## config.mk

```make
export PLATFORM = sky130hd
export DESIGN_NAME = xdiv_unit
export DESIGN_NICKNAME = d
export VERILOG_FILES = /design/src/rtl/xdiv_pkg.sv /design/src/rtl/xdiv_prep.sv /design/src/rtl/xdiv_core.sv /design/src/rtl/xdiv_finish.sv /design/src/rtl/xdiv_unit.sv
export SDC_FILE = /design/constraint.sdc
export NUM_CORES = 1
export LEC_CHECK = 0
export ABC_AREA = 1
export BUFFER_PORTS_ARGS = -buffer_cell sky130_fd_sc_hd__clkbuf_2
export CELL_PAD_IN_SITES_DETAIL_PLACEMENT = 1
export CELL_PAD_IN_SITES_GLOBAL_PLACEMENT = 2
export CORE_ASPECT_RATIO = 1.25
export CORE_MARGIN = 4
export CORE_UTILIZATION = 25
export DETAILED_ROUTE_END_ITERATION = 10
export MAX_ROUTING_LAYER = met4
export PLACE_DENSITY = 0.78
export SYNTH_ARGS = -nofsm -noshare
export SYNTH_HDL_FRONTEND = slang
export SYNTH_SLANG_ARGS = --single-unit
```

## constraint.sdc

```tcl
create_clock -name clk -period 5.2 [get_ports clk]
set_input_delay 0.26 -clock clk [delete_from_list [all_inputs] [get_ports clk]]
set_output_delay 0.26 -clock clk [all_outputs]
set_load 0.02 [all_outputs]
```

## src/rtl/xdiv_pkg.sv

```systemverilog
package xdiv_pkg;

  typedef enum logic [1:0] {
    OP_EDIV    = 2'b00,
    OP_EDIVS   = 2'b01,
    OP_IDIVS   = 2'b10,
    OP_IDIVS_B = 2'b11
  } div_op_e;

  // 16-bit dividend form (D only, sign extended)
  function automatic logic op_short(div_op_e op);
    return op[1];
  endfunction

  function automatic logic op_signed(div_op_e op);
    return op[1] | op[0];
  endfunction

endpackage

```

## src/rtl/xdiv_prep.sv

```systemverilog
module xdiv_prep
  import xdiv_pkg::*;
#(
  parameter int W = 16
) (
  input  div_op_e          op,
  input  logic [W-1:0]     d_in,
  input  logic [W-1:0]     x_in,
  input  logic [W-1:0]     y_in,
  output logic [2*W-1:0]   dvd_mag,
  output logic [W-1:0]     dvs_mag,
  output logic             q_neg,
  output logic             r_neg,
  output logic             dvs_zero
);
  localparam int DW = 2 * W;

  function automatic logic [DW-1:0] mag_wide(logic [DW-1:0] v, logic neg);
    return neg ? (~v + 1'b1) : v;
  endfunction

  function automatic logic [W-1:0] mag_narrow(logic [W-1:0] v, logic neg);
    return neg ? (~v + 1'b1) : v;
  endfunction

  logic [DW-1:0] dividend;
  logic          dvd_neg;
  logic          dvs_neg;

  always_comb begin
    dividend = op_short(op) ? {{W{d_in[W-1]}}, d_in} : {y_in, d_in};
    dvd_neg  = op_signed(op) & dividend[DW-1];
    dvs_neg  = op_signed(op) & x_in[W-1];
    dvd_mag  = mag_wide(dividend, dvd_neg);
    dvs_mag  = mag_narrow(x_in, dvs_neg);
    q_neg    = dvd_neg ^ dvs_neg;
    r_neg    = dvd_neg;
    dvs_zero = (x_in == '0);
  end

endmodule

```

## src/rtl/xdiv_core.sv

```systemverilog
module xdiv_core #(
  parameter int W = 16
) (
  input  logic             clk,
  input  logic             rst_n,
  input  logic             load,
  input  logic [2*W-1:0]   dvd_mag,
  input  logic [W-1:0]     dvs_mag,
  output logic             busy,
  output logic             last_step,
  output logic [2*W-1:0]   q_mag,
  output logic [W-1:0]     r_mag
);
  localparam int DW = 2 * W;
  localparam int CW = $clog2(DW);

  // One restoring step: returns {quotient bit, new partial remainder}
  function automatic logic [W:0] trial(logic [W-1:0] rem, logic inbit,
                                       logic [W-1:0] dvs);
    logic [W:0]   sh;
    logic [W+1:0] diff;
    sh   = {rem, inbit};
    diff = {1'b0, sh} - {2'b00, dvs};
    if (!diff[W+1]) return {1'b1, diff[W-1:0]};
    return {1'b0, sh[W-1:0]};
  endfunction

  logic [DW-1:0] acc_q;   // dividend bits shift out, quotient bits shift in
  logic [W-1:0]  rem_q;
  logic [W-1:0]  dvs_q;
  logic [CW-1:0] cnt_q;
  logic          busy_q;
  logic [W:0]    step;

  assign step      = trial(rem_q, acc_q[DW-1], dvs_q);
  assign busy      = busy_q;
  assign last_step = busy_q && (cnt_q == '0);
  assign q_mag     = acc_q;
  assign r_mag     = rem_q;

  always_ff @(posedge clk) begin
    if (!rst_n) begin
      acc_q  <= '0;
      rem_q  <= '0;
      dvs_q  <= '0;
      cnt_q  <= '0;
      busy_q <= 1'b0;
    end else if (load) begin
      acc_q  <= dvd_mag;
      rem_q  <= '0;
      dvs_q  <= dvs_mag;
      cnt_q  <= CW'(DW - 1);
      busy_q <= 1'b1;
    end else if (busy_q) begin
      acc_q <= {acc_q[DW-2:0], step[W]};
      rem_q <= step[W-1:0];
      cnt_q <= cnt_q - CW'(1);
      if (cnt_q == '0) busy_q <= 1'b0;
    end
  end

  // partial remainder always stays below the divisor magnitude
  a_r4_rem_below_divisor: assert property (@(posedge clk) disable iff (!rst_n)
    busy_q |-> (rem_q < dvs_q));

  // the loop is never reloaded mid-run
  a_r9_no_reload: assert property (@(posedge clk) disable iff (!rst_n)
    busy_q |-> !load);

  // one iteration per clock
  a_r8_count_moves: assert property (@(posedge clk) disable iff (!rst_n)
    (busy_q && cnt_q != '0) |=> (busy_q && cnt_q == $past(cnt_q) - CW'(1)));

endmodule

```

## src/rtl/xdiv_finish.sv

```systemverilog
module xdiv_finish
  import xdiv_pkg::*;
#(
  parameter int W = 16
) (
  input  div_op_e          op,
  input  logic [2*W-1:0]   q_mag,
  input  logic [W-1:0]     r_mag,
  input  logic             q_neg,
  input  logic             r_neg,
  output logic [W-1:0]     quo_reg,
  output logic [W-1:0]     rem_reg,
  output logic             flag_z,
  output logic             flag_n,
  output logic             flag_v
);
  localparam int DW = 2 * W;

  function automatic logic [DW:0] signed_quo(logic [DW-1:0] m, logic neg);
    logic [DW:0] e;
    e = {1'b0, m};
    return neg ? (~e + 1'b1) : e;
  endfunction

  // True when the top bits are a pure sign extension of bit W-1
  function automatic logic fits_w_signed(logic [DW:0] q);
    return (&q[DW:W-1]) | ~(|q[DW:W-1]);
  endfunction

  logic [DW:0] quo_s;

  always_comb begin
    quo_s   = signed_quo(q_mag, q_neg);
    quo_reg = quo_s[W-1:0];
    rem_reg = r_neg ? (~r_mag + 1'b1) : r_mag;
    flag_z  = (q_mag == '0);
    flag_n  = quo_s[W-1];
    flag_v  = op_signed(op) ? ~fits_w_signed(quo_s) : (|q_mag[DW-1:W]);
  end

endmodule

```

## src/rtl/xdiv_unit.sv

```systemverilog
module xdiv_unit
  import xdiv_pkg::*;
#(
  parameter int W = 16
) (
  input  logic         clk,
  input  logic         rst_n,
  input  logic         start,
  input  logic [1:0]   op_sel,
  input  logic [W-1:0] d_in,
  input  logic [W-1:0] x_in,
  input  logic [W-1:0] y_in,
  output logic         busy,
  output logic         done,
  output logic [W-1:0] x_out,
  output logic [W-1:0] y_out,
  output logic [W-1:0] d_out,
  output logic         x_we,
  output logic         y_we,
  output logic         d_we,
  output logic         flag_c,
  output logic         flag_z,
  output logic         flag_n,
  output logic         flag_v,
  output logic         c_we,
  output logic         nzv_we
);
  localparam int DW = 2 * W;

  div_op_e       op_now, op_q;
  logic [DW-1:0] dvd_mag, q_mag;
  logic [W-1:0]  dvs_mag, r_mag, quo_reg, rem_reg;
  logic          q_neg, r_neg, dvs_zero;
  logic          qneg_q, rneg_q, dz_q, fin_q;
  logic          core_busy, core_last;

  // named events for the assertions
  logic idle, accept, core_load;

  assign op_now    = div_op_e'(op_sel);
  assign idle      = !core_busy && !fin_q;
  assign accept    = start && idle;
  assign core_load = accept && !dvs_zero;

  xdiv_prep #(.W(W)) u_prep (
    .op(op_now), .d_in(d_in), .x_in(x_in), .y_in(y_in),
    .dvd_mag(dvd_mag), .dvs_mag(dvs_mag),
    .q_neg(q_neg), .r_neg(r_neg), .dvs_zero(dvs_zero)
  );

  xdiv_core #(.W(W)) u_core (
    .clk(clk), .rst_n(rst_n), .load(core_load),
    .dvd_mag(dvd_mag), .dvs_mag(dvs_mag),
    .busy(core_busy), .last_step(core_last),
    .q_mag(q_mag), .r_mag(r_mag)
  );

  xdiv_finish #(.W(W)) u_finish (
    .op(op_q), .q_mag(q_mag), .r_mag(r_mag),
    .q_neg(qneg_q), .r_neg(rneg_q),
    .quo_reg(quo_reg), .rem_reg(rem_reg),
    .flag_z(flag_z), .flag_n(flag_n), .flag_v(flag_v)
  );

  always_ff @(posedge clk) begin
    if (!rst_n) begin
      op_q   <= OP_EDIV;
      qneg_q <= 1'b0;
      rneg_q <= 1'b0;
      dz_q   <= 1'b0;
      fin_q  <= 1'b0;
    end else begin
      fin_q <= (accept && dvs_zero) || core_last;
      if (accept) begin
        op_q   <= op_now;
        qneg_q <= q_neg;
        rneg_q <= r_neg;
        dz_q   <= dvs_zero;
      end
    end
  end

  assign busy   = core_busy;
  assign done   = fin_q;
  assign x_out  = quo_reg;
  assign y_out  = quo_reg;
  assign d_out  = rem_reg;
  assign flag_c = dz_q;
  assign c_we   = fin_q;
  assign nzv_we = fin_q && !dz_q;
  assign d_we   = fin_q && !dz_q;
  assign x_we   = fin_q && !dz_q && op_short(op_q);
  assign y_we   = fin_q && !dz_q && !op_short(op_q);

  // zero divisor finishes on the very next cycle with carry set
  a_r5_zero_next_cycle: assert property (@(posedge clk) disable iff (!rst_n)
    (accept && dvs_zero) |=> (done && flag_c && !d_we && !nzv_we && !busy));

  // completion strobe is a single cycle
  a_r8_single_done: assert property (@(posedge clk) disable iff (!rst_n)
    done |=> !done);

  // an iteration run always ends in done
  a_r8_busy_to_done: assert property (@(posedge clk) disable iff (!rst_n)
    busy |=> (busy || done));

  // nothing is written outside the done cycle
  a_r10_quiet: assert property (@(posedge clk) disable iff (!rst_n)
    !done |-> !(x_we || y_we || d_we || c_we || nzv_we));

  // exactly one quotient register is written on success
  a_r1_one_quotient_target: assert property (@(posedge clk) disable iff (!rst_n)
    (done && !flag_c) |-> ((x_we ^ y_we) && d_we));

endmodule

```

Word level (Yosys, flattened, before mapping)

Index checks and enable logic that the tools add are counted.

Muxes and demuxes: 14
Bitwise operators: 13
$add $sub $neg: 6
Reduce and logical (&&, ||, !) cells: 22

Operators by type and width:

| kind                  | number |
|---|---|
| $mux 32               | 4 |
| $add 33x1->33 const B | 1 |
| $mux 33               | 1 |
| $not 32->33           | 1 |
| $add 16x1->16 const B | 2 |
| $add 32x1->32 const B | 1 |
| $logic_not 32->1      | 1 |
| $mux 16               | 2 |
| $not 16->16           | 2 |
| $not 32->32           | 1 |
| $reduce_and 18->1     | 1 |
| $reduce_or 18->1      | 1 |
| $sub 17x16->18        | 1 |
| $mux 17               | 1 |
| $logic_not 16->1      | 1 |
| $reduce_or 16->1      | 1 |
| $mux 5                | 2 |
| $logic_and 1x1->1     | 8 |
| $logic_not 1->1       | 5 |
| $logic_not 5->1       | 1 |
| $sub 5x1->5 const B   | 1 |
| $mux 1                | 4 |
| $not 1->1             | 3 |
| $or 1x1->1            | 3 |
| other kinds (5)       | 6 |

Flip-flop bits (word level): 76

Logic depth before layout (Yosys ltp)

Gate-level depths: netlist of run 1.

Depth in word-level cells: 8
Depth in mapped cells: 16

Cells and area by module

Synthesis of run 1 repeated with hierarchy kept, for this count alone.

Cell total of the unflattened synthesis: 1365
Area, all modules: 7775.0 um^2

Modules (own cells, without submodules):

| module      | times used | cells an instance | area an instance (um^2) |
|---|---|---|---|
| xdiv_core   | 1          | 650               | 4225.3 |
| xdiv_finish | 1          | 337               | 1591.5 |
| xdiv_prep   | 1          | 317               | 1521.5 |
| xdiv_unit   | 1          | 61                | 436.7 |

Worst setup path before layout of run 1

Ideal clock, no wire load.

Kind: reg2out
Start point: reg u_core.acc_q[0] (netlist: u_core.q_mag[0])
End point: out flag_v
Stages on the path, launching flop included: 16
Arrival time: 1773 ps
Path slack: 3167 ps
Buffers on the path: 0
Cells stage by stage: dfxtp_1 -> inv_1 -> ha_1 -> nand3_1 -> nor2_4 -> nand2_1 -> nand2_1 -> nand2_1 -> nand2_1 -> nand2_1 -> nor2_1 -> nand2_1 -> nor2_1 -> nand3_1 -> nand3_1 -> nand2_1

Cells in the longest elaborated chain, start to end: 8

RTL lines:

| item                   | RTL line          | source |
|---|---|---|
| start, declared        | xdiv_core.sv:28   | `logic [DW-1:0] acc_q;` |
| start signal, assigned | xdiv_core.sv:49   | `acc_q <= dvd_mag;` |
| start signal, assigned | xdiv_core.sv:55   | `acc_q <= {acc_q[DW-2:0], step[W]};` |
| $not 32->33 *          | xdiv_finish.sv:22 | `return neg ? (~e + 1'b1) : e;` |
| $add 33x1->33 *        | xdiv_finish.sv:22 |  |
| $mux 33 *              | xdiv_finish.sv:22 |  |
| $reduce_or 18->1       | xdiv_finish.sv:27 | `return (&q[DW:W-1]) \| ~(\|q[DW:W-1]);` |
| $not 1->1              | xdiv_finish.sv:27 |  |
| $or 1x1->1 *           | xdiv_finish.sv:27 |  |
| $not 1->1 *            | xdiv_finish.sv:38 | `flag_v = op_signed(op) ? ~fits_w_signed(quo_s) : (\|q_mag[DW-1:W]);` |
| $mux 1 *               | xdiv_finish.sv:38 |  |
| end, declared          | xdiv_unit.sv:24   | `output logic flag_v,` |

Mark *: on every way between the ends. The rest lies on a longest branch, timed or not.

Worst setup path after layout of run 1

Start point: reg u_core.acc_q[31] (netlist: u_core.q_mag[31])
End point: reg u_core.rem_q[4] (netlist: u_core.r_mag[4])

Cells in the longest elaborated chain, start to end: 2

RTL lines:

| item                 | RTL line        | source |
|---|---|---|
| $sub 17x16->18       | xdiv_core.sv:23 | `diff = {1'b0, sh} - {2'b00, dvs};` |
| $mux 17              | xdiv_core.sv:25 | `return {1'b0, sh[W-1:0]};` |
| end signal, assigned | xdiv_core.sv:56 | `rem_q <= step[W-1:0];` |
| end, declared        | xdiv_core.sv:29 | `logic [W-1:0] rem_q;` |

No other way between the ends.
A chain may end at the register's enable or synchronous reset.

==> out/summary.md, run 1 <==
The minimum clock period after layout was 2.97 ns. In this run the critical register-to-register path is captured at u_core.r_mag[4]$_SDFFE_PP0P_. The tightest min-delay check is of the in2reg type. When the netlist entered floorplanning its net count stood at 1267. The tools report the number of rows created at floorplan as 68. The logs give 337 MHz for the maximum clock rate and 42.7% for the combinational fraction of design power. The worst setup path is of the reg2reg kind.

In this run, the clock network consumes 29.0% of the power. The simple-gate portion of the synthesized area is 35.9%, and the clock input transition at the sequential cells of the worst setup and hold paths is 0.06 ns. Clock tree synthesis selected as its root buffer the cell clkbuf_16. Number of resized instances in the post-cts repair step: 0. The final count of pins violating max slew came out at 0.

The post-synthesis to final-layout area growth was 13.6%; the part of the power in registers was 28.2%. For this design the total switching power over the nets is 1.08 mW. At the later pin of the worst-skew pair, clock insertion delay measures 0.34 ns.

The die area was 0.0313 mm². In the final timing run, aggregate negative setup slack is 0 ns. Total power density per cell area: 316 mW/mm². The maximum number of pins on one net before global-route repair is 54. The die width is 159 µm, and the routing usage on met3 is 1.76%.

The run gives 2.23 ns as the final worst slack. Once the clock tree was built, the setup fixing pass inserted 0 buffers. For this block, the via count after detailed routing is 7713. Total of hold buffers inserted after clock tree synthesis: 0. 112 I/O pins were placed.

The detailed-router iteration count before antenna repair was 4. After the first detailed-routing iteration, the DRC count stood at 233. Counting the fill cells in the layout gives 3689.

Between clock sinks in the finished design, the worst skew comes to 0.00991 ns. The number of placed instances, taps included, is 1595. The antenna violation net count after detailed routing is 0. The logs give 1612 for the final cell count without fillers and 0.178 ns for the worst hold slack across all endpoints.

For the H-tree depth reported by CTS, the log shows 3. The tools report the end point of the critical path as u_core.r_mag[4]$_SDFFE_PP0P_. STA classifies the critical path endpoint as a flip-flop. The worst stage delay on the critical path was 0.55 ns.

The tools report the initial antenna violation count as 1. The number of synthesized flops with an enable pin was 0; the highest fanout seen on the critical path was 30. The synthesized netlist devotes 8.10% of its cell area to XOR and XNOR gates. The run gives 0.0279 mm² as the placeable core region. Setup repair after global routing left no endpoint under its margin.

Met2 layer usage reported by global route: 31.4%. Combinational family with the most area after synthesis: simple AND/OR/NAND/NOR gates. Counting stages on the worst path, the most repeated cell is a21oi_1. The number of I/O port buffers is 111. Summed over all layers, the routed wires come to 25.9 mm. The number of nets in the layout was 1332.

The total global routing overflow is 0. The fraction of the mapped netlist area in adder cells works out to 4.14%. After synthesis the cells add up to 0.00714 mm². The beginning of the worst register-to-register path is u_core.q_mag[31]$_SDFFE_PN0P_. The run gives 3.22 ns as the data arrival at the endpoint of the critical path.

Vertical die dimension: 197 µm. In this run the tightest slew margin relative to its limit is 25.3%. Global routing used 16.9% of the available tracks. The portion of synthesized area spent on multiplexers is 0%. Setup slack on the worst flop-to-flop path: 2.23 ns. At the end of routability-driven placement, the weighted congestion stood at 0.847. Number of vias per cell: 4.78. In this run the mean area of a mapped cell was 5.99 µm².

The final cycle utilization of the critical path was 57.1%. The analysis attributes to cell leakage a power of 3.88 nW. In this run the most critical hold path is launched from start.

Traced cell by cell, the critical path runs through inv_1 > ha_1 > inv_1 > nand3_1 > nand3_1 > a21oi_1 > o21bai_1 > nand2_1 > nand2_1 > a21oi_1 > o21ai_0 > a21oi_1. Global routing used 19.5% of the available met1 tracks. The netlist uses 53 different library cells. The initial utilization of the core area, before any placement, comes to 25.6%. The number of global-route vias before repair is 8038. The count of clock tree sinks is 76, and the setup-violating endpoint count in the final report is 0. Internal power comes to 1.49 mW. Detailed placement finished with a half-perimeter wire length of 21.2 mm. TritonCTS built the clock tree. For the DRC violations left, the log shows 0. The number of flip-flops and latches in the synthesized netlist works out to 76.

The logs give 9 for the CTS buffer count and 42.1 mm for the global-route wire length before repair. The wire length per cell works out to 16.1 µm. Before CTS, the worst setup slack after placement is 1.94 ns.

The clock passes through at most 2 buffers. Ranked by total cell area, the synthesized netlist is headed by dfxtp_1 (21%), nand2_1 (17%), nor2_1 (7.3%). The post-synthesis async set-or-reset flop share is 0%. The layer flagged by global routing as most heavily used is met2. Net switching is 42.0% of the power.

The library cell contributing the largest single delay on the critical path is nand2_1. For the pin with the worst max-slew slack, the measured transition is 1.12 ns. The tools report the kind of start point of the critical path as a flip-flop. The run gives 1191 as the synthesized netlist cell count. The flow ran to the end, and the final reports show no timing, DRC or antenna violations. Of the synthesized area, sequential elements account for 21.3%.

Summing the areas of all compound-gate instances in the mapped netlist gives 17.4% of the synthesized area. The worst-case IR drop observed on VDD is 0.000171 V. The post-route netlist has 13.5% of its cells at a drive strength greater than 1. Yosys printed 0 warnings. Max-cap violations in this run came to 0. The logs give 5.45 ns for the critical path data required time and 0 for the total count of hold-check failures in the final report. Dominant register cell in the synthesized netlist: dfxtp_1.

The synthesized design spends more area on one cell type than any other, namely dfxtp_1. In this run the worst setup path begins at u_core.q_mag[31]$_SDFFE_PN0P_. For the worst flop-to-flop path, the logic depth is 12. Top-area cell type share of the netlist area: 21.3%.
-- cells in the mapped netlist (2+ instances only) --
library cell / instances
nand2_1: 319
nor2_1: 139
inv_1: 132
a21oi_1: 89
o21ai_0: 87
dfxtp_1: 76
nand3_1: 72
xor2_1: 52
buf_4: 23
ha_1: 22
nand4_1: 19
clkbuf_1: 17
nor3_1: 14
xnor2_1: 14
nand2_2: 13
o21ai_1: 11
buf_2: 10
buf_6: 7
o211ai_1: 7
a31oi_1: 6
nor2_2: 6
nor4_1: 5
o21bai_1: 5
nand3b_1: 4
nor2_4: 4
inv_2: 3
o21ai_2: 3
a21o_1: 2
a22oi_1: 2
clkbuf_8: 2
clkinv_1: 2
o22ai_1: 2
o31ai_1: 2
-- power by group through the flow --
stage / registers, mW / logic, mW / clock network [mW]
global placement: 0.735 / 1.09 / 0
floorplan: 0.705 / 0.846 / 0
detailed placement: 0.737 / 1.11 / 0
global route: 0.735 / 1.25 / 0.785
CTS: 0.724 / 1.11 / 0.767
finish: 0.724 / 1.10 / 0.744
-- final cells by class --
| cell class | instances | area [µm²] | share of cell area [%] |
|---|---|---|---|
| diodes | 1 | 2.50 | 0.0309 |
| clock buffers | 12 | 256 | 3.16 |
| clock inverters | 4 | 95.1 | 1.17 |
| inverters | 138 | 520 | 6.42 |
| multi-input cells | 915 | 4680 | 57.7 |
| flip-flops and latches | 76 | 1520 | 18.8 |
| well taps | 350 | 438 | 5.40 |
| repair buffers | 116 | 593 | 7.31 |
-- registers in the layout (all words and copies together), names as in the netlist --
| name | flops |
|---|---|
| qneg_q | 1 |
| u_core.r_mag | 16 |
| u_core.busy | 1 |
| op_q | 2 |
| u_core.dvs_q | 16 |
| flag_c | 1 |
| c_we | 1 |
| u_core.q_mag | 32 |
| u_core.cnt_q | 5 |
| rneg_q | 1 |
-- cells in the final DEF (no fill, tap or decap), types with 6 or more instances in the layout --
cell,count
a21oi_1,89
a31oi_1,6
clkbuf_16,9
clkbuf_2,111
dfxtp_1,76
ha_1,22
inv_1,132
nand2_1,319
nand2_2,13
nand3_1,72
nand4_1,19
nor2_1,139
nor2_2,6
nor3_1,14
o211ai_1,7
o21ai_0,87
o21ai_1,11
xnor2_1,14
xor2_1,52
-- cell families after synthesis --
family,Yosys count
compound gates,224
xor+xnor,66
simple gates,602
fa+ha+maj,23
buf+inv,200
flops,76
-- per-layer routing --
| metal | routed length, µm | part of all wire [%] |
|---|---|---|
| met1 | 11300 | 44 |
| met2 | 13600 | 52 |
| met3 | 639 | 2.5 |
| met4 | 402 | 1.5 |
| met5 | 0 | 0 |
-- how the worst min path moves through the flow --
stage / end / cells after the start
3_5_place_dp: u_core.q_mag[2]$_SDFFE_PN0P_ / 2
5_1_grt: c_we$_SDFF_PN0_ / 3
3_3_place_gp: op_q[0]$_SDFFE_PN0P_ / 2
2_1_floorplan: u_core.dvs_q[15]$_SDFFE_PN0P_ / 2
4_1_cts: c_we$_SDFF_PN0_ / 3
6_report: c_we$_SDFF_PN0_ / 3
-- per-stage QoR --
| stage | utilization (%) | area [µm²] | power [mW] |
|---|---|---|---|
| 2_1_floorplan | - | 7140 | 1.55 |
| 3_3_place_gp | 27.8 | 7750 | 1.83 |
| 3_5_place_dp | 27.8 | 7750 | 1.84 |
| 4_1_cts | 29.0 | 8110 | 2.60 |
| 5_1_grt | 29.1 | 8110 | 2.77 |
| 6_report | 29.1 | 8110 | 2.56 |
-- worst max-delay path: cells and delay by family, from the launching register on --
family	cells	cell delay [ns]
adders and majority gates	1	0.24
and+or+nand+nor	4	0.87
AOI/OAI and AO/OA	5	1.18
DFF	1	0.36
buffers and inverters	2	0.22
(Power assumes the default switching activity.)
==> inputs of run 2 (changes only) <==
==> constraint.sdc (replaced) <==
create_clock -name clk -period 2.94 [get_ports clk]
set_input_delay 0.147 -clock clk [delete_from_list [all_inputs] [get_ports clk]]
set_output_delay 0.147 -clock clk [all_outputs]
set_load 0.02 [all_outputs]
==> run 2 against run 1 <==
  * Clock power increased by 55%
  * Sequential power increased by 75%
  * Critical path type is now reg2out
  * Critical endpoint is now flag_v
  * Die area unchanged
==> out/summary.md, run 2 (synthesis gave the netlist of run 1 again) <==
The run finished with clean final reports. The die width was 159 µm (unchanged). The HPWL after detailed placement was 21.4 mm (was 21.2 mm).

The met2 layer usage reported by global route is 31.4% (about the same). The number of vias per cell was 4.81 (was 4.78). The highest fanout seen on the critical path is 6 (was 30), and the largest vdd supply drop is 0.000285 V (was 0.000171 V). The capture instance of the worst register-to-register path is u_core.r_mag[1]$_SDFFE_PP0P_ (was u_core.r_mag[4]$_SDFFE_PP0P_). For the die area, the log shows 0.0313 mm² (unchanged). Total count of hold-check failures in the final report: 0 (unchanged).

The library cell contributing the largest single delay on the critical path is dfxtp_1 (was nand2_1). The placer's final routability congestion estimate is 0.843 (was 0.847). The tools report the sum of negative setup slack as 0 ns (unchanged). The logs give 112 (unchanged) for the count of boundary I/O pins and 9 (unchanged) for the CTS buffer count. The run gives 0 (unchanged) as the total of hold buffers inserted after clock tree synthesis. Layer with the highest usage: met2 (unchanged). The tools report the beginning of the worst hold path as start (unchanged).

The share of cells above drive strength 1 was 14.5% (was 13.5%). The number of instances on the worst hold path is 3 (unchanged), and the data arrival at the endpoint of the critical path is 2.51 ns (was 3.22 ns). The count of clock tree sinks was 76 (unchanged); the number of buffer and inverter stages on the critical path was 2 (unchanged).

Global-route wire length before repair: 42.9 mm (was 42.1 mm). The number of nets in the layout is 1343 (was 1332). The run gives 52.9% (was 25.3%) as the remaining max-slew budget at the tightest pin. The setup slack on the worst flop-to-flop path is 0.46 ns (was 2.23 ns). The number of DRC violations after detailed-routing iteration 0 is 402 (was 233). Setup repair after global routing left no endpoint under its margin.

Worst reg-to-reg path cell count: 11 (was 12). The type of the tightest min-delay check is in2reg (unchanged). The placeable core region was 0.0279 mm² (unchanged). The run gives 0.0103 ns (was 0.00991 ns) as the post-route clock skew. The cell class contributing the biggest share of worst-path delay is simple AND/OR/NAND/NOR gates (was compound AO/OA/AOI/OAI gates). The reported max-cap violation count is 0 (unchanged), and the standby leakage power is 3.90 nW (was 3.88 nW). Top library cells by usage in the layout, fill and taps aside: nand2_1 (318), nor2_1 (137), inv_1 (132) (was nand2_1 (319), nor2_1 (139), inv_1 (132)). The clock tree root driver cell was clkbuf_16 (unchanged). The flip-flop count of the largest register after layout is 32 (unchanged).

The final count of pins violating max slew was 0 (unchanged); the final cycle utilization of the critical path was 90.4%. The tools report the met1 track demand over resource as 20.2% (was 19.5%). The number of resized instances in the post-cts repair step came out at 0 (unchanged). For the H-tree depth reported by CTS, the log shows 3 (unchanged). The leading cell type in the layout, fill and taps excluded was nand2_1 (unchanged). The clock input transition at the sequential cells of the worst setup and hold paths works out to 0.06 ns (about the same). For the routed wire length, the log shows 26.6 mm (was 25.9 mm).

For the number of rows created at floorplan, the log shows 68 (unchanged). The vertical die dimension is 197 µm (unchanged). The critical path capture point type was a primary output (was a flip-flop). The beginning of the worst register-to-register path was u_core.r_mag[9]$_SDFFE_PP0P_ (was u_core.q_mag[31]$_SDFFE_PN0P_). Critical path class: reg2out (was reg2reg).

Total global routing overflow: 0 (unchanged). The most frequent cell on the critical path was nand2_1 (was a21oi_1). The critical path data required time is 2.79 ns (was 5.45 ns).

The kind of start point of the critical path was a flip-flop (unchanged). The transition time of the tightest slew-check pin was 0.707 ns (was 1.12 ns). Wire length per cell: 16.4 µm (was 16.1 µm). TritonCTS built the clock tree.

The logs give 376 MHz for the maximum clock rate and 25.6% (unchanged) for the effective utilization at floorplan. The post-synthesis to final-layout area growth came out at 14.2% (was 13.6%). The setup-violating endpoint count in the final report is 0 (unchanged). For the DRC violations left, the log shows 0 (unchanged).

The number of I/O port buffers works out to 111 (unchanged). The clock period could shrink to 2.66 ns. For the antenna violation net count after detailed routing, the log shows 0 (unchanged). The worst stage delay on the critical path came out at 0.34 ns (was 0.55 ns). The tools report the clock insertion delay at the later pin of the skew report as 0.36 ns (was 0.34 ns). The number of buffers inserted by post-CTS setup repair is 0 (unchanged).

The initial antenna violation count came out at 2 (was 1). Cell chain of the critical path: inv_1 > ha_1 > nand3_1 > nor2_4 > nand2_1 > nand2_2 > nand2_1 > nand2_1 > nand2_1 > nor2_1 > nand2_1 > nor2_1 > nand3_1 > nand3_1 > nand2_1 > clkbuf_2 (was inv_1 > ha_1 > inv_1 > nand3_1 > nand3_1 > a21oi_1 > o21bai_1 > nand2_1 > nand2_1 > a21oi_1 > o21ai_0 > a21oi_1). The run gives 3694 (was 3689) as the number of inserted filler cells in the final layout.

The buffer levels on the longest clock path is 2 (unchanged), and the count of vias placed by the detailed router is 7814 (was 7713). The run gives 0.0592 ns (was 0.178 ns) as the worst hold slack across all endpoints. The run gives 17.4% (was 16.9%) as the global-route total usage across every layer. The endpoint of the worst hold-timing path is c_we$_SDFF_PN0_ (unchanged).

The total power density per cell area works out to 543 mW/mm² (was 316 mW/mm²). The logs give 54 (unchanged) for the maximum number of pins on one net before global-route repair and 8124 (was 8038) for the number of global-route vias before repair. The tools report the routing usage on met3 as 2.72% (was 1.76%). For the detailed-router iteration count before antenna repair, the log shows 4 (unchanged).
[run 2: cell types whose count changed in the layout (fill, tap and decap cells not counted), moves of 2 or more]
| cell | previous run | this run |
|---|---|---|
| buf_4 | 5 | 15 |
| bufinv_16 | 3 | 1 |
| clkbuf_8 | 2 | 0 |
| clkinv_2 | 1 | 3 |
| clkinvlp_4 | 0 | 3 |
| nor2_1 | 139 | 137 |
| nor2_2 | 6 | 8 |
[run 2: layer usage]
layer,up-vias,routed length [µm]
met3,28,702
met4,0,522
met2,116,13600
met1,3700,11700
li1,3970,-
met5,-,0
[run 2: through the flow]
step / power [mW] / util (%) / setup WS, ns / instances / cell area (µm²)
5_1_grt: 4.79 / 29.2 / 0.0273 / 1624 / 8150
3_5_place_dp: 3.32 / 28.1 / 0.491 / 1606 / 7850
4_1_cts: 4.47 / 29.2 / 0.164 / 1622 / 8140
6_report: 4.43 / 29.2 / 0.282 / 1624 / 8150
2_1_floorplan: 2.74 / - / 0.910 / 1191 / 7140
3_3_place_gp: 3.29 / 28.1 / 0.513 / 1606 / 7850
[run 2: worst max path at each step]
stage / slack, ns / cells after the start / start / end
2_1_floorplan: 0.91 / 11 / u_core.q_mag[31]$_SDFFE_PN0P_ / u_core.r_mag[10]$_SDFFE_PP0P_
3_3_place_gp: 0.51 / 11 / u_core.r_mag[0]$_SDFFE_PP0P_ / d_out[14]
3_5_place_dp: 0.49 / 11 / u_core.r_mag[9]$_SDFFE_PP0P_ / u_core.r_mag[1]$_SDFFE_PP0P_
4_1_cts: 0.16 / 16 / u_core.q_mag[0]$_SDFFE_PN0P_ / flag_v
5_1_grt: 0.03 / 16 / u_core.q_mag[0]$_SDFFE_PN0P_ / flag_v
6_report: 0.28 / 16 / u_core.q_mag[0]$_SDFFE_PN0P_ / flag_v
[run 2: worst min-delay path: stages]
cell and delay, ns:
clkbuf_2 0.10, nand3_1 0.08, a21oi_1 0.05
[run 2: area by class of cell]
type | count | area, µm² | area share [%]
Sequential cell | 76 | 1520 | 18.7
Tap cell | 350 | 438 | 5.37
Multi-Input combinational cell | 915 | 4690 | 57.5
Clock inverter | 7 | 67.6 | 0.829
Timing Repair Buffer | 127 | 688 | 8.44
Antenna cell | 2 | 5.00 | 0.0614
Inverter | 138 | 520 | 6.38
Clock buffer | 9 | 225 | 2.76
[run 2: report_power, final]
group,internal [mW],switching [mW],leakage (nW),total (mW)
logic,0.652,1.36,3.14,2.01
registers,1.14,0.130,0.625,1.27
clock network,0.653,0.492,0.137,1.15
==> inputs of run 3 (changes only) <==
--- a/config.mk
+++ b/config.mk
@@ -13,8 +13,9 @@
 export CORE_MARGIN = 4
 export CORE_UTILIZATION = 25
 export DETAILED_ROUTE_END_ITERATION = 10
+export GPL_TIMING_DRIVEN = 1
 export MAX_ROUTING_LAYER = met4
-export PLACE_DENSITY = 0.78
+export PLACE_DENSITY = 0.8
 export SYNTH_ARGS = -nofsm -noshare
 export SYNTH_HDL_FRONTEND = slang
 export SYNTH_SLANG_ARGS = --single-unit
==> run 3 against run 2 <==
  * Wire length is 1.7% lower
  * Largest power group unchanged
  * Setup slack gained 0.049 ns
  * Worst hold slack improved by 0.0017 ns
  * Clock skew is 0.0060 ns higher
  * Count of clock-buffer cells in the layout stayed put
  * Via count down 0.74%
  * Die area is the same
  * Register-to-register slack about the same
  * Sequential share of layout area barely moved
==> out/summary.md, run 3 (synthesis gave the netlist of run 1 again) <==
The total power density per cell area came out at 540 mW/mm² (was 543 mW/mm²). Cell class contributing the biggest share of worst-path delay: simple AND/OR/NAND/NOR gates (unchanged). The wire length per cell came out at 16.1 µm (was 16.4 µm). The kind of start point of the critical path is a flip-flop (unchanged).

The library cell contributing the largest single delay on the critical path was dfxtp_1 (unchanged). The critical path capture point type was a primary output (unchanged). Cell chain of the critical path: inv_1 > nand2_1 > nor2_2 > nand2_1 > nand2_1 > nand2_1 > nand2_1 > nand2_1 > nor2_1 > nand2_1 > nor2_1 > nand3_1 > nand3_1 > nand2_1 > clkbuf_2 (was inv_1 > ha_1 > nand3_1 > nor2_4 > nand2_1 > nand2_2 > nand2_1 > nand2_1 > nand2_1 > nor2_1 > nand2_1 > nor2_1 > nand3_1 > nand3_1 > nand2_1 > clkbuf_2).

The remaining max-slew budget at the tightest pin is 49.8% (was 52.9%), and the initial antenna violation count is 2 (unchanged). TritonCTS built the clock tree. The logs give 2.46 ns (was 2.51 ns) for the data arrival at the endpoint of the critical path and 21.2 mm (was 21.4 mm) for the HPWL after detailed placement.

The clock input transition at the sequential cells of the worst setup and hold paths is 0.08 ns (was 0.06 ns), and the global-route wire length before repair is 42.4 mm (was 42.9 mm). The most frequent cell on the critical path was nand2_1 (unchanged). The run finished with clean final reports.

The critical path class is reg2out (unchanged). The maximum number of pins on one net before global-route repair is 54 (unchanged). The tools report the placeable core region as 0.0279 mm² (unchanged).

The minimum clock period after layout came out at 2.61 ns (was 2.66 ns). The run gives 0 (unchanged) as the total count of hold-check failures in the final report. The share of cells above drive strength 1 works out to 14.8% (was 14.5%).

The reported max-cap violation count is 0 (unchanged), and the H-tree depth reported by CTS is 3 (unchanged). Count of vias placed by the detailed router: 7756 (was 7814). The number of nets in the layout came out at 1345 (was 1343).

The count of boundary I/O pins is 112 (unchanged). The count of clock tree sinks came out at 76 (unchanged). For the global-route total usage across every layer, the log shows 17.1% (was 17.4%). Setup repair after global routing left no endpoint under its margin. Die width: 159 µm (unchanged). The sum of negative setup slack was 0 ns (unchanged).

The tools report the total global routing overflow as 0 (unchanged). The tools report the critical path data required time as 2.79 ns (about the same). The number of buffer and inverter stages on the critical path is 2 (unchanged), and the setup-violating endpoint count in the final report is 0 (unchanged). The type of the tightest min-delay check was in2reg (unchanged). The clock insertion delay at the later pin of the skew report was 0.36 ns (about the same). The number of I/O port buffers is 111 (unchanged), and the antenna violation net count after detailed routing is 0 (unchanged). The largest vdd supply drop is 0.000257 V (was 0.000285 V), and the maximum clock rate is 383 MHz (was 376 MHz). The post-route clock skew was 0.0164 ns (was 0.0103 ns); the vertical die dimension was 197 µm (unchanged). The number of rows created at floorplan was 68 (unchanged); the post-synthesis to final-layout area growth was 14.5% (was 14.2%).

The effective utilization at floorplan was 25.6% (unchanged). The final cycle utilization of the critical path is 88.7% (was 90.4%). Clock tree root driver cell: clkbuf_16 (unchanged). The tools report the number of inserted filler cells in the final layout as 3726 (was 3694). The buffer levels on the longest clock path is 2 (unchanged), and the worst stage delay on the critical path is 0.34 ns (about the same). The number of DRC violations after detailed-routing iteration 0 came out at 305 (was 402). The share of the core filled with cells came out at 29.3% (was 29.2%). The number of vias per cell works out to 4.77 (was 4.81). The tools report the standby leakage power as 3.92 nW (was 3.90 nW). The run gives 0.0313 mm² (unchanged) as the die area.

Top library cells by usage in the layout, fill and taps aside: nand2_1 (317), nor2_1 (137), inv_1 (132) (was nand2_1 (318), nor2_1 (137), inv_1 (132)). The highest fanout seen on the critical path is 7 (was 6), and the detailed-router iteration count before antenna repair is 4 (unchanged). The placer's final routability congestion estimate came out at 0.885 (was 0.843). CTS buffer count: 9 (unchanged).

The logs give 8162 (was 8124) for the number of global-route vias before repair and 0 (unchanged) for the final count of pins violating max slew. The leading cell type in the layout, fill and taps excluded was nand2_1 (unchanged). The tools report the DRC violations left as 0 (unchanged).

The routed wire length is 26.2 mm (was 26.6 mm), and the transition time of the tightest slew-check pin is 0.753 ns (was 0.707 ns). The flip-flop count of the largest register after layout came out at 32 (unchanged).
==> run 3: cell count changes in the layout (fill, tap and decap cells not counted), sizes merged <==
| cell | previous run | this run |
|---|---|---|
| buf | 16 | 18 |
| bufinv | 1 | 0 |
| clkinv | 5 | 3 |
| clkinvlp | 3 | 1 |
| inv | 136 | 141 |
==> run 3: report_power, final <==
| part | internal (mW) | switching, mW | total (mW) | leakage, nW |
|---|---|---|---|---|
| Clock | 0.595 | 0.533 | 1.13 | 0.141 |
| Sequential | 1.14 | 0.130 | 1.27 | 0.625 |
| Combinational | 0.662 | 1.35 | 2.01 | 3.16 |
==> run 3: area by class of cell <==
| cell class | instances | area (µm²) | share of cell area, % |
|---|---|---|---|
| clock inverter | 7 | 65.1 | 0.796 |
| tap | 350 | 438 | 5.36 |
| clock buffer | 9 | 225 | 2.76 |
| inverter | 138 | 520 | 6.37 |
| timing repair buffer | 129 | 703 | 8.60 |
| antenna | 2 | 5.00 | 0.0612 |
| sequential | 76 | 1520 | 18.6 |
| multi-input combinational | 915 | 4700 | 57.4 |
==> run 3: worst paths after layout <==
kind                                                    start  slack, ns                            to  depth (start not counted)
worst max-delay path             u_core.q_mag[0]$_SDFFE_PN0P_       0.33                        flag_v                         15
worst min-delay path                                    start       0.06               c_we$_SDFF_PN0_                          3
worst min register to register   u_core.dvs_q[3]$_SDFFE_PN0P_       0.48  u_core.dvs_q[3]$_SDFFE_PN0P_                          2
worst max register to register  u_core.q_mag[31]$_SDFFE_PN0P_       0.46  u_core.r_mag[5]$_SDFFE_PP0P_                         13
==> run 3: worst reg2reg max path, delay by kind of cell (launching register included) <==
family,cells,cell delay [ns]
buffers and inverters,3,0.41
AND/OR/NAND/NOR,4,0.64
adder cells (fa/ha/maj),1,0.26
flip-flops,1,0.41
AO/OA/AOI/OAI,5,0.64
==> run 3: metrics by stage <==
step / setup WS [ns] / cells / instance area, µm² / total power, mW / hold WS [ns]
2_1_floorplan: 0.910 / 1191 / 7140 / 2.74 / 0.294
3_3_place_gp: 0.524 / 1606 / 7850 / 3.27 / 0.428
3_5_place_dp: 0.465 / 1606 / 7850 / 3.30 / 0.439
4_1_cts: 0.165 / 1622 / 8140 / 4.45 / 0.0527
5_1_grt: 0.0137 / 1626 / 8170 / 4.77 / 0.0727
6_report: 0.332 / 1626 / 8170 / 4.41 / 0.0609
==> run 3: repair_timing <==
action                                  CTS  global route
endpoints found under the hold margin     0             0
setup buffers                             0             2
endpoints found under the setup margin    0             2
hold buffers                              0             0
resized for setup                         0             5
==> run 3: layer usage <==
layer	up-vias	global-route usage (%)	routed length, µm
met5	-	-	0
met4	0	5.92	702
met3	33	1.84	587
met2	112	30.8	13200
met1	3622	19.9	11600
li1	3989	-	-
